**config.mk**
```make
export PLATFORM = sky130hd
export DESIGN_NAME = rot_regfile
export DESIGN_NICKNAME = d
export VERILOG_FILES = /design/src/rtl/rrf_pkg.sv /design/src/rtl/rrf_base_ctrl.sv /design/src/rtl/rrf_index_map.sv /design/src/rtl/rrf_storage.sv /design/src/rtl/rot_regfile.sv
export SDC_FILE = /design/constraint.sdc
export NUM_CORES = 1
export LEC_CHECK = 0
export BUFFER_PORTS_ARGS = -buffer_cell sky130_fd_sc_hd__buf_2
export CAP_MARGIN = 20
export CORE_ASPECT_RATIO = 0.6
export CORE_MARGIN = 2
export CORE_UTILIZATION = 50
export DETAILED_ROUTE_END_ITERATION = 12
export PLACE_DENSITY = 0.77
export SLEW_MARGIN = 20
export SYNTH_ARGS = -nofsm -noshare
export SYNTH_HDL_FRONTEND = slang
export SYNTH_SLANG_ARGS = --single-unit
```
**constraint.sdc**
```tcl
create_clock -name clk -period 4.95 [get_ports clk]
set_input_delay 0.2475 -clock clk [delete_from_list [all_inputs] [get_ports clk]]
set_output_delay 0.2475 -clock clk [all_outputs]
set_load 0.03 [all_outputs]
```
**src/rtl/rrf_pkg.sv**
```systemverilog
package rrf_pkg;
    // Default geometry of the rotating register file
    localparam int unsigned DEF_DATA_W   = 16;
    localparam int unsigned DEF_NONROT_N = 8;
    localparam int unsigned DEF_ROT_N    = 8;   // must be a power of two, >= 2

    // Identifiers for the three access ports that share the index mapping
    typedef enum logic [1:0] {
        PORT_RD_A = 2'd0,
        PORT_RD_B = 2'd1,
        PORT_WR   = 2'd2
    } port_sel_e;

    localparam int unsigned NUM_MAP_PORTS = 3;
endpackage

```
**src/rtl/rrf_base_ctrl.sv**
```systemverilog
module rrf_base_ctrl #(
    parameter int unsigned ROT_N = 8,
    localparam int unsigned ROT_W = $clog2(ROT_N)
) (
    input  logic             clk,
    input  logic             rst_n,
    input  logic             step_i,
    output logic [ROT_W-1:0] base_o
);
    typedef struct packed {
        logic [ROT_W-1:0] base;
    } base_st_t;

    base_st_t st_d, st_q;

    always_comb begin
        st_d = st_q;
        if (step_i) begin
            // modulo-ROT_N decrement: power-of-two width wraps 0 -> ROT_N-1
            st_d.base = st_q.base - ROT_W'(1);
        end
    end

    always_ff @(posedge clk or negedge rst_n) begin
        if (!rst_n) begin
            st_q <= '0;
        end else begin
            st_q <= st_d;
        end
    end

    assign base_o = st_q.base;

    // a pulse moves the base by exactly one step
    assert_base_step_R4: assert property (@(posedge clk) disable iff (!rst_n)
        (step_i && ($past(st_q.base) != '0 || !$past(step_i)) && st_q.base != '0)
            |=> (st_q.base == $past(st_q.base) - ROT_W'(1)));

    // without a pulse the base holds
    assert_base_hold_R4: assert property (@(posedge clk) disable iff (!rst_n)
        !step_i |=> $stable(st_q.base));

    // stepping from zero wraps to the top of the rotating region
    assert_base_wrap_R5: assert property (@(posedge clk) disable iff (!rst_n)
        (step_i && st_q.base == '0) |=> (st_q.base == ROT_W'(ROT_N - 1)));
endmodule

```
**src/rtl/rrf_index_map.sv**
```systemverilog
module rrf_index_map #(
    parameter int unsigned NONROT_N = 8,
    parameter int unsigned ROT_N    = 8,
    localparam int unsigned NREG    = NONROT_N + ROT_N,
    localparam int unsigned IDX_W   = $clog2(NREG),
    localparam int unsigned ROT_W   = $clog2(ROT_N)
) (
    input  logic [IDX_W-1:0] logical_i,
    input  logic [ROT_W-1:0] base_i,
    output logic [IDX_W-1:0] phys_o
);
    logic [ROT_W-1:0] rel_off;
    logic [ROT_W-1:0] rot_off;

    always_comb begin
        // offset inside the rotating region, truncated to its width
        rel_off = ROT_W'(logical_i - IDX_W'(NONROT_N));
        rot_off = rel_off + base_i;
    end

    generate
        if (NONROT_N == 0) begin : g_all_rot
            assign phys_o = IDX_W'(rot_off);
        end else begin : g_split
            always_comb begin
                if (logical_i < IDX_W'(NONROT_N)) begin
                    phys_o = logical_i;
                end else begin
                    phys_o = IDX_W'(NONROT_N) + IDX_W'(rot_off);
                end
            end
        end
    endgenerate
endmodule

```
**src/rtl/rrf_storage.sv**
```systemverilog
module rrf_storage #(
    parameter int unsigned DATA_W = 16,
    parameter int unsigned NREG   = 16,
    localparam int unsigned IDX_W = $clog2(NREG)
) (
    input  logic              clk,
    input  logic              rst_n,
    input  logic              wr_en_i,
    input  logic [IDX_W-1:0]  wr_phys_i,
    input  logic [DATA_W-1:0] wr_data_i,
    input  logic [IDX_W-1:0]  rd_a_phys_i,
    input  logic [IDX_W-1:0]  rd_b_phys_i,
    output logic [DATA_W-1:0] rd_a_data_o,
    output logic [DATA_W-1:0] rd_b_data_o
);
    typedef struct packed {
        logic [NREG-1:0][DATA_W-1:0] regs;
    } store_st_t;

    store_st_t st_d, st_q;

    always_comb begin
        st_d = st_q;
        if (wr_en_i) begin
            st_d.regs[wr_phys_i] = wr_data_i;
        end
    end

    always_ff @(posedge clk or negedge rst_n) begin
        if (!rst_n) begin
            st_q <= '0;
        end else begin
            st_q <= st_d;
        end
    end

    // reads see committed state only: no bypass of a same-cycle write
    assign rd_a_data_o = st_q.regs[rd_a_phys_i];
    assign rd_b_data_o = st_q.regs[rd_b_phys_i];

    // a committed write is held in storage on the following cycle
    assert_write_lands_R7: assert property (@(posedge clk) disable iff (!rst_n)
        wr_en_i |=> (st_q.regs[$past(wr_phys_i)] == $past(wr_data_i)));

    // a cycle without a write leaves every register unchanged
    assert_no_write_hold_R8: assert property (@(posedge clk) disable iff (!rst_n)
        !wr_en_i |=> $stable(st_q.regs));
endmodule

```
**src/rtl/rot_regfile.sv**
```systemverilog
module rot_regfile
    import rrf_pkg::*;
#(
    parameter int unsigned DATA_W   = DEF_DATA_W,
    parameter int unsigned NONROT_N = DEF_NONROT_N,
    parameter int unsigned ROT_N    = DEF_ROT_N,
    localparam int unsigned NREG    = NONROT_N + ROT_N,
    localparam int unsigned IDX_W   = $clog2(NREG),
    localparam int unsigned ROT_W   = $clog2(ROT_N)
) (
    input  logic              clk,
    input  logic              rst_n,
    input  logic              loop_br_i,
    input  logic [IDX_W-1:0]  rd_a_idx_i,
    output logic [DATA_W-1:0] rd_a_data_o,
    input  logic [IDX_W-1:0]  rd_b_idx_i,
    output logic [DATA_W-1:0] rd_b_data_o,
    input  logic              wr_en_i,
    input  logic [IDX_W-1:0]  wr_idx_i,
    input  logic [DATA_W-1:0] wr_data_i
);
    logic [ROT_W-1:0] base;
    logic [IDX_W-1:0] logical_idx [NUM_MAP_PORTS];
    logic [IDX_W-1:0] phys_idx    [NUM_MAP_PORTS];

    rrf_base_ctrl #(.ROT_N(ROT_N)) u_base (
        .clk    (clk),
        .rst_n  (rst_n),
        .step_i (loop_br_i),
        .base_o (base)
    );

    assign logical_idx[PORT_RD_A] = rd_a_idx_i;
    assign logical_idx[PORT_RD_B] = rd_b_idx_i;
    assign logical_idx[PORT_WR]   = wr_idx_i;

    // every port sees the base as it stood before any pulse of this cycle
    generate
        for (genvar p = 0; p < NUM_MAP_PORTS; p++) begin : g_map
            rrf_index_map #(.NONROT_N(NONROT_N), .ROT_N(ROT_N)) u_map (
                .logical_i (logical_idx[p]),
                .base_i    (base),
                .phys_o    (phys_idx[p])
            );

            // fixed specifiers pass straight through
            assert_fixed_passthru_R2: assert property (@(posedge clk) disable iff (!rst_n)
                (logical_idx[p] < IDX_W'(NONROT_N)) |-> (phys_idx[p] == logical_idx[p]));

            // rotating specifiers stay inside the rotating region
            assert_rot_in_region_R3: assert property (@(posedge clk) disable iff (!rst_n)
                (logical_idx[p] >= IDX_W'(NONROT_N)) |-> (phys_idx[p] >= IDX_W'(NONROT_N)));
        end
    endgenerate

    rrf_storage #(.DATA_W(DATA_W), .NREG(NREG)) u_store (
        .clk         (clk),
        .rst_n       (rst_n),
        .wr_en_i     (wr_en_i),
        .wr_phys_i   (phys_idx[PORT_WR]),
        .wr_data_i   (wr_data_i),
        .rd_a_phys_i (phys_idx[PORT_RD_A]),
        .rd_b_phys_i (phys_idx[PORT_RD_B]),
        .rd_a_data_o (rd_a_data_o),
        .rd_b_data_o (rd_b_data_o)
    );
endmodule

```
==> summary.txt <==
Synthesis
  – Most frequent cell after synthesis: dfrtp_1
  – Cell taking the most area after synthesis: dfrtp_1
  – Top post-synthesis cells by area: dfrtp_1 46%, mux2_2 20%, mux4_2 15%
  – Syn avg cell area: 13.5 um2
  – Synth warn: 0
  – FF+latch count, synth: between 200 and 300
  – Post-synthesis sequential area ratio: 45.7%
  – Post-synth net total: about 1,100
  – Async SR Flop Fraction: 100%
  – Cell Area, Synth: 0.0142 mm2
  – Post-synth EDFFs: 0
  – Main synth FF type: dfrtp_1
  – Yosys top cell area share: about 46%
  – Distinct cells, synth: 39
  – Synth cell count leaders: 259 x dfrtp_1, 257 x mux2_2, 94 x mux4_2
  – Synthesized instance count: around 1,100

GRT
  – First-pass GRT wire length: about 60,000 um
  – Total GRT Usage: 26.8%
  – Gr ovfl total: 0
  – Vias in the first global route: around 9,500
  – Largest net degree at the start of global routing: 132
  – Antenna violations before repair: 3

Route
  – Initial detailed-routing violation count: between 1,000 and 1,500
  – DR WL/cell: between 20 and 30 um
  – Post-route ant nets: 0
  – DRT Pass-1 Iters: 5
  – Final wirelength: roughly 40,000 um
  – Vias: slightly below 10,000
  – Via-per-instance ratio: between 6 and 7
  – Remaining DRCs: 0

CTS
  – Num CTS Buffers: 26
  – # H-tree levels: 1
  – Reg clk slew, reported paths: ~0.07 ns
  – Root Driver: clkbuf_16
  – Max Root-Sink Buffers: 3
  – Post-CTS setup buffers: 0
  – Hold_buf cts: 2
  – Num Clock Sinks: around 260
  – TritonCTS clock tree: done
  – PostCTS Resize Cnt: 0
  – Skew-Pair Late Insertion Delay: 0.54 ns

Timing
  – Final period util: just under 90%
  – Minimum clock period: ~4.3 ns
  – Max frequency: between 200 and 250 MHz
  – Hold Violations, Final: 0
  – Max_slew headroom: between 10% and 20%
  – Clock skew: between 0.015 and 0.02 ns
  – RSZ-0062 raised after global routing: no
  – Final worst slack: ~0.66 ns
  – Fin Setup TNS: 0 ns
  – Final setup violation count: 0
  – Worst hold slack: 0.187 ns
  – Least-Margin Pin Slew: ~1.2 ns
  – Max-slew violations: 0

Setup path
  – Cell family with most CP delay: compound AO/OA/AOI/OAI gates
  – Top cell by count, worst path: buf_4
  – CP cell instances: ha_1 -> inv_1 -> fa_1 -> nand2_1 -> buf_4 -> a21oi_2 -> buf_4 -> a221o_1 -> nor2_1 -> o31ai_1 -> buf_2
  – Crit. path cell count: 11
  – Startpoint Class: register
  – Required @ worst endpoint: between 4 and 5 ns
  – Reg-to-Reg Start: u_base.base_o[0]
  – Max incr delay on CP: just under 0.5 ns
  – Crit-path max FO: 15
  – Slowest CP cell: fa_1
  – Buf+Inv Stages, Crit Path: 4
  – Crit. Startpoint: u_base.base_o[0]
  – Worst Setup End Kind: output port
  – Worst EP arrival: ~4.0 ns
  – Worst R2R Path Depth: 6
  – Crit Path Class: reg2out

Floorplan
  – # IOs: 64
  – # rows: 47
  – Die ar.: 0.0298 mm2
  – Die Wd: roughly 220 um
  – Starting density of the core: roughly half
  – Core Area: around 0.028 mm2
  – Die Span Y: ~130 um

Layout
  – Layout cells sized above 1: a little under half
  – Syn-to-layout area delta: 10.1%
  – Final net count: roughly 1,100
  – FILL cells: 2,152

Placed design
  – Placement Setup Slack: 1.20 ns
  – # port buffers: between 60 and 70
  – HPWL after DPL: about 24,000 um
  – Gpl congestion: roughly 0.84

Power and ir drop
  – Pwr dens: roughly 700 mW/mm2
  – Max VDD drop: 0.489 mV
  – Leakage power: between 6 and 7 nW

Worst hold path
  – Hold path depth: 2
  – Hold_sp: wr_data_i[5]
  – Hold crit path type: in2reg

Run status
  – Status: finished clean

Run
  – Max Cap Viol: 0
## layout make-up
type | instances | area [um2] | share of cell area, %
Inverter | 9 | 33.8 | 0.216
Sequential cell | 259 | 6480 | 41.5
Antenna cell | 1 | 2.50 | 0.0160
Tap cell | 367 | 459 | 2.94
Clock inverter | 13 | 149 | 0.953
Timing Repair Buffer | 89 | 576 | 3.68
Clock buffer | 34 | 762 | 4.88
Multi-Input combinational cell | 685 | 7160 | 45.8
## flip-flops by register name (all words and copies together) (netlist names)
| name | count |
|---|---|
| u_base.base_o | 3 |
| u_store.st_q | 256 |
## per-layer routing
layer / part of all wire [%] / up-vias / track usage (%) / routed length, um
li1: - / 4015 / - / -
met1: 41 / 5069 / 37.3 / 16300
met2: 45 / 471 / 41.2 / 18000
met3: 11 / 93 / 7.66 / 4370
met4: 2.7 / 2 / 8.11 / 1080
met5: 0.033 / - / 0 / 13
## cells by family (layout without fill, tap and decap cells)
kind of cell | after synthesis | count (layout) | synth area share [%]
muxes | 371 | 371 | 37.1
DFF | 259 | 259 | 45.7
and+or+nand+nor | 180 | 180 | 5.71
AOI/OAI and AO/OA | 119 | 119 | 6.13
buffers and inverters | 106 | 145 | 4.12
xor gates and xnor gates | 8 | 8 | 0.494
adders and majority gates | 7 | 7 | 0.776
other | 0 | 1 | 0
## worst paths after layout
kind | endpoint | slack (ns)
max in group asynchronous | u_store.st_q[75] | 3.18
setup / recovery | rd_b_data_o[13] | 0.66
hold / removal | u_store.st_q[37] | 0.19
setup reg to reg | u_store.st_q[44] | 1.76
hold reg to reg | u_store.st_q[240] | 0.52
min in group asynchronous | u_base.base_o[2] | 0.34
## metrics by stage
stage	std cells	utilization, %	area, um2	total power, W
after global routing	1456	56.4	15600	0.0115
after CTS	1456	56.4	15600	0.0110
after global placement	1407	53.0	14700	0.00863
final	1457	56.4	15600	0.0110
after detailed placement	1407	53.0	14700	0.00884
after floorplan	1050	-	14200	0.00743
## placed cells by master, fill, tap and decap left out, drive strengths merged
| master | Yosys | layout |
|---|---|---|
| o22ai | 18 | 18 |
| o21ai | 16 | 16 |
| o32ai | 2 | 2 |
| nand2b | 2 | 2 |
| inv | 9 | 9 |
| xnor2 | 5 | 5 |
| dfrtp | 259 | 259 |
| diode | 0 | 1 |
| and2b | 1 | 1 |
| and3 | 1 | 1 |
| or2 | 1 | 1 |
| mux2i | 18 | 18 |
| nand3 | 48 | 48 |
| nor2 | 19 | 19 |
| clkbuf | 44 | 34 |
| and2 | 3 | 3 |
| fa | 3 | 3 |
| o31ai | 16 | 16 |
| mux2 | 257 | 257 |
| xor2 | 3 | 3 |
| mux4 | 96 | 96 |
| clkinv | 0 | 8 |
| nand2 | 97 | 97 |
| a21oi | 3 | 3 |
| or3b | 1 | 1 |
| a221o | 16 | 16 |
| nor2b | 6 | 6 |
| clkinvlp | 0 | 2 |
| ha | 4 | 4 |
| dlygate4sd3 | 0 | 2 |
| a22oi | 32 | 32 |
| a21boi | 16 | 16 |
| and3b | 1 | 1 |
| bufinv | 0 | 3 |
| buf | 53 | 87 |
## where the power goes
part | switching, W | internal [W] | total (W) | leakage, nW
Combinational | 0.00246 | 0.00246 | 0.00492 | 3.03
Sequential | 0.000803 | 0.00316 | 0.00397 | 3.17
Clock | 0.000861 | 0.00124 | 0.00210 | 0.451
Total | 0.00412 | 0.00686 | 0.0110 | 6.65
No activity file was read; power rests on OpenSTA's default activity.
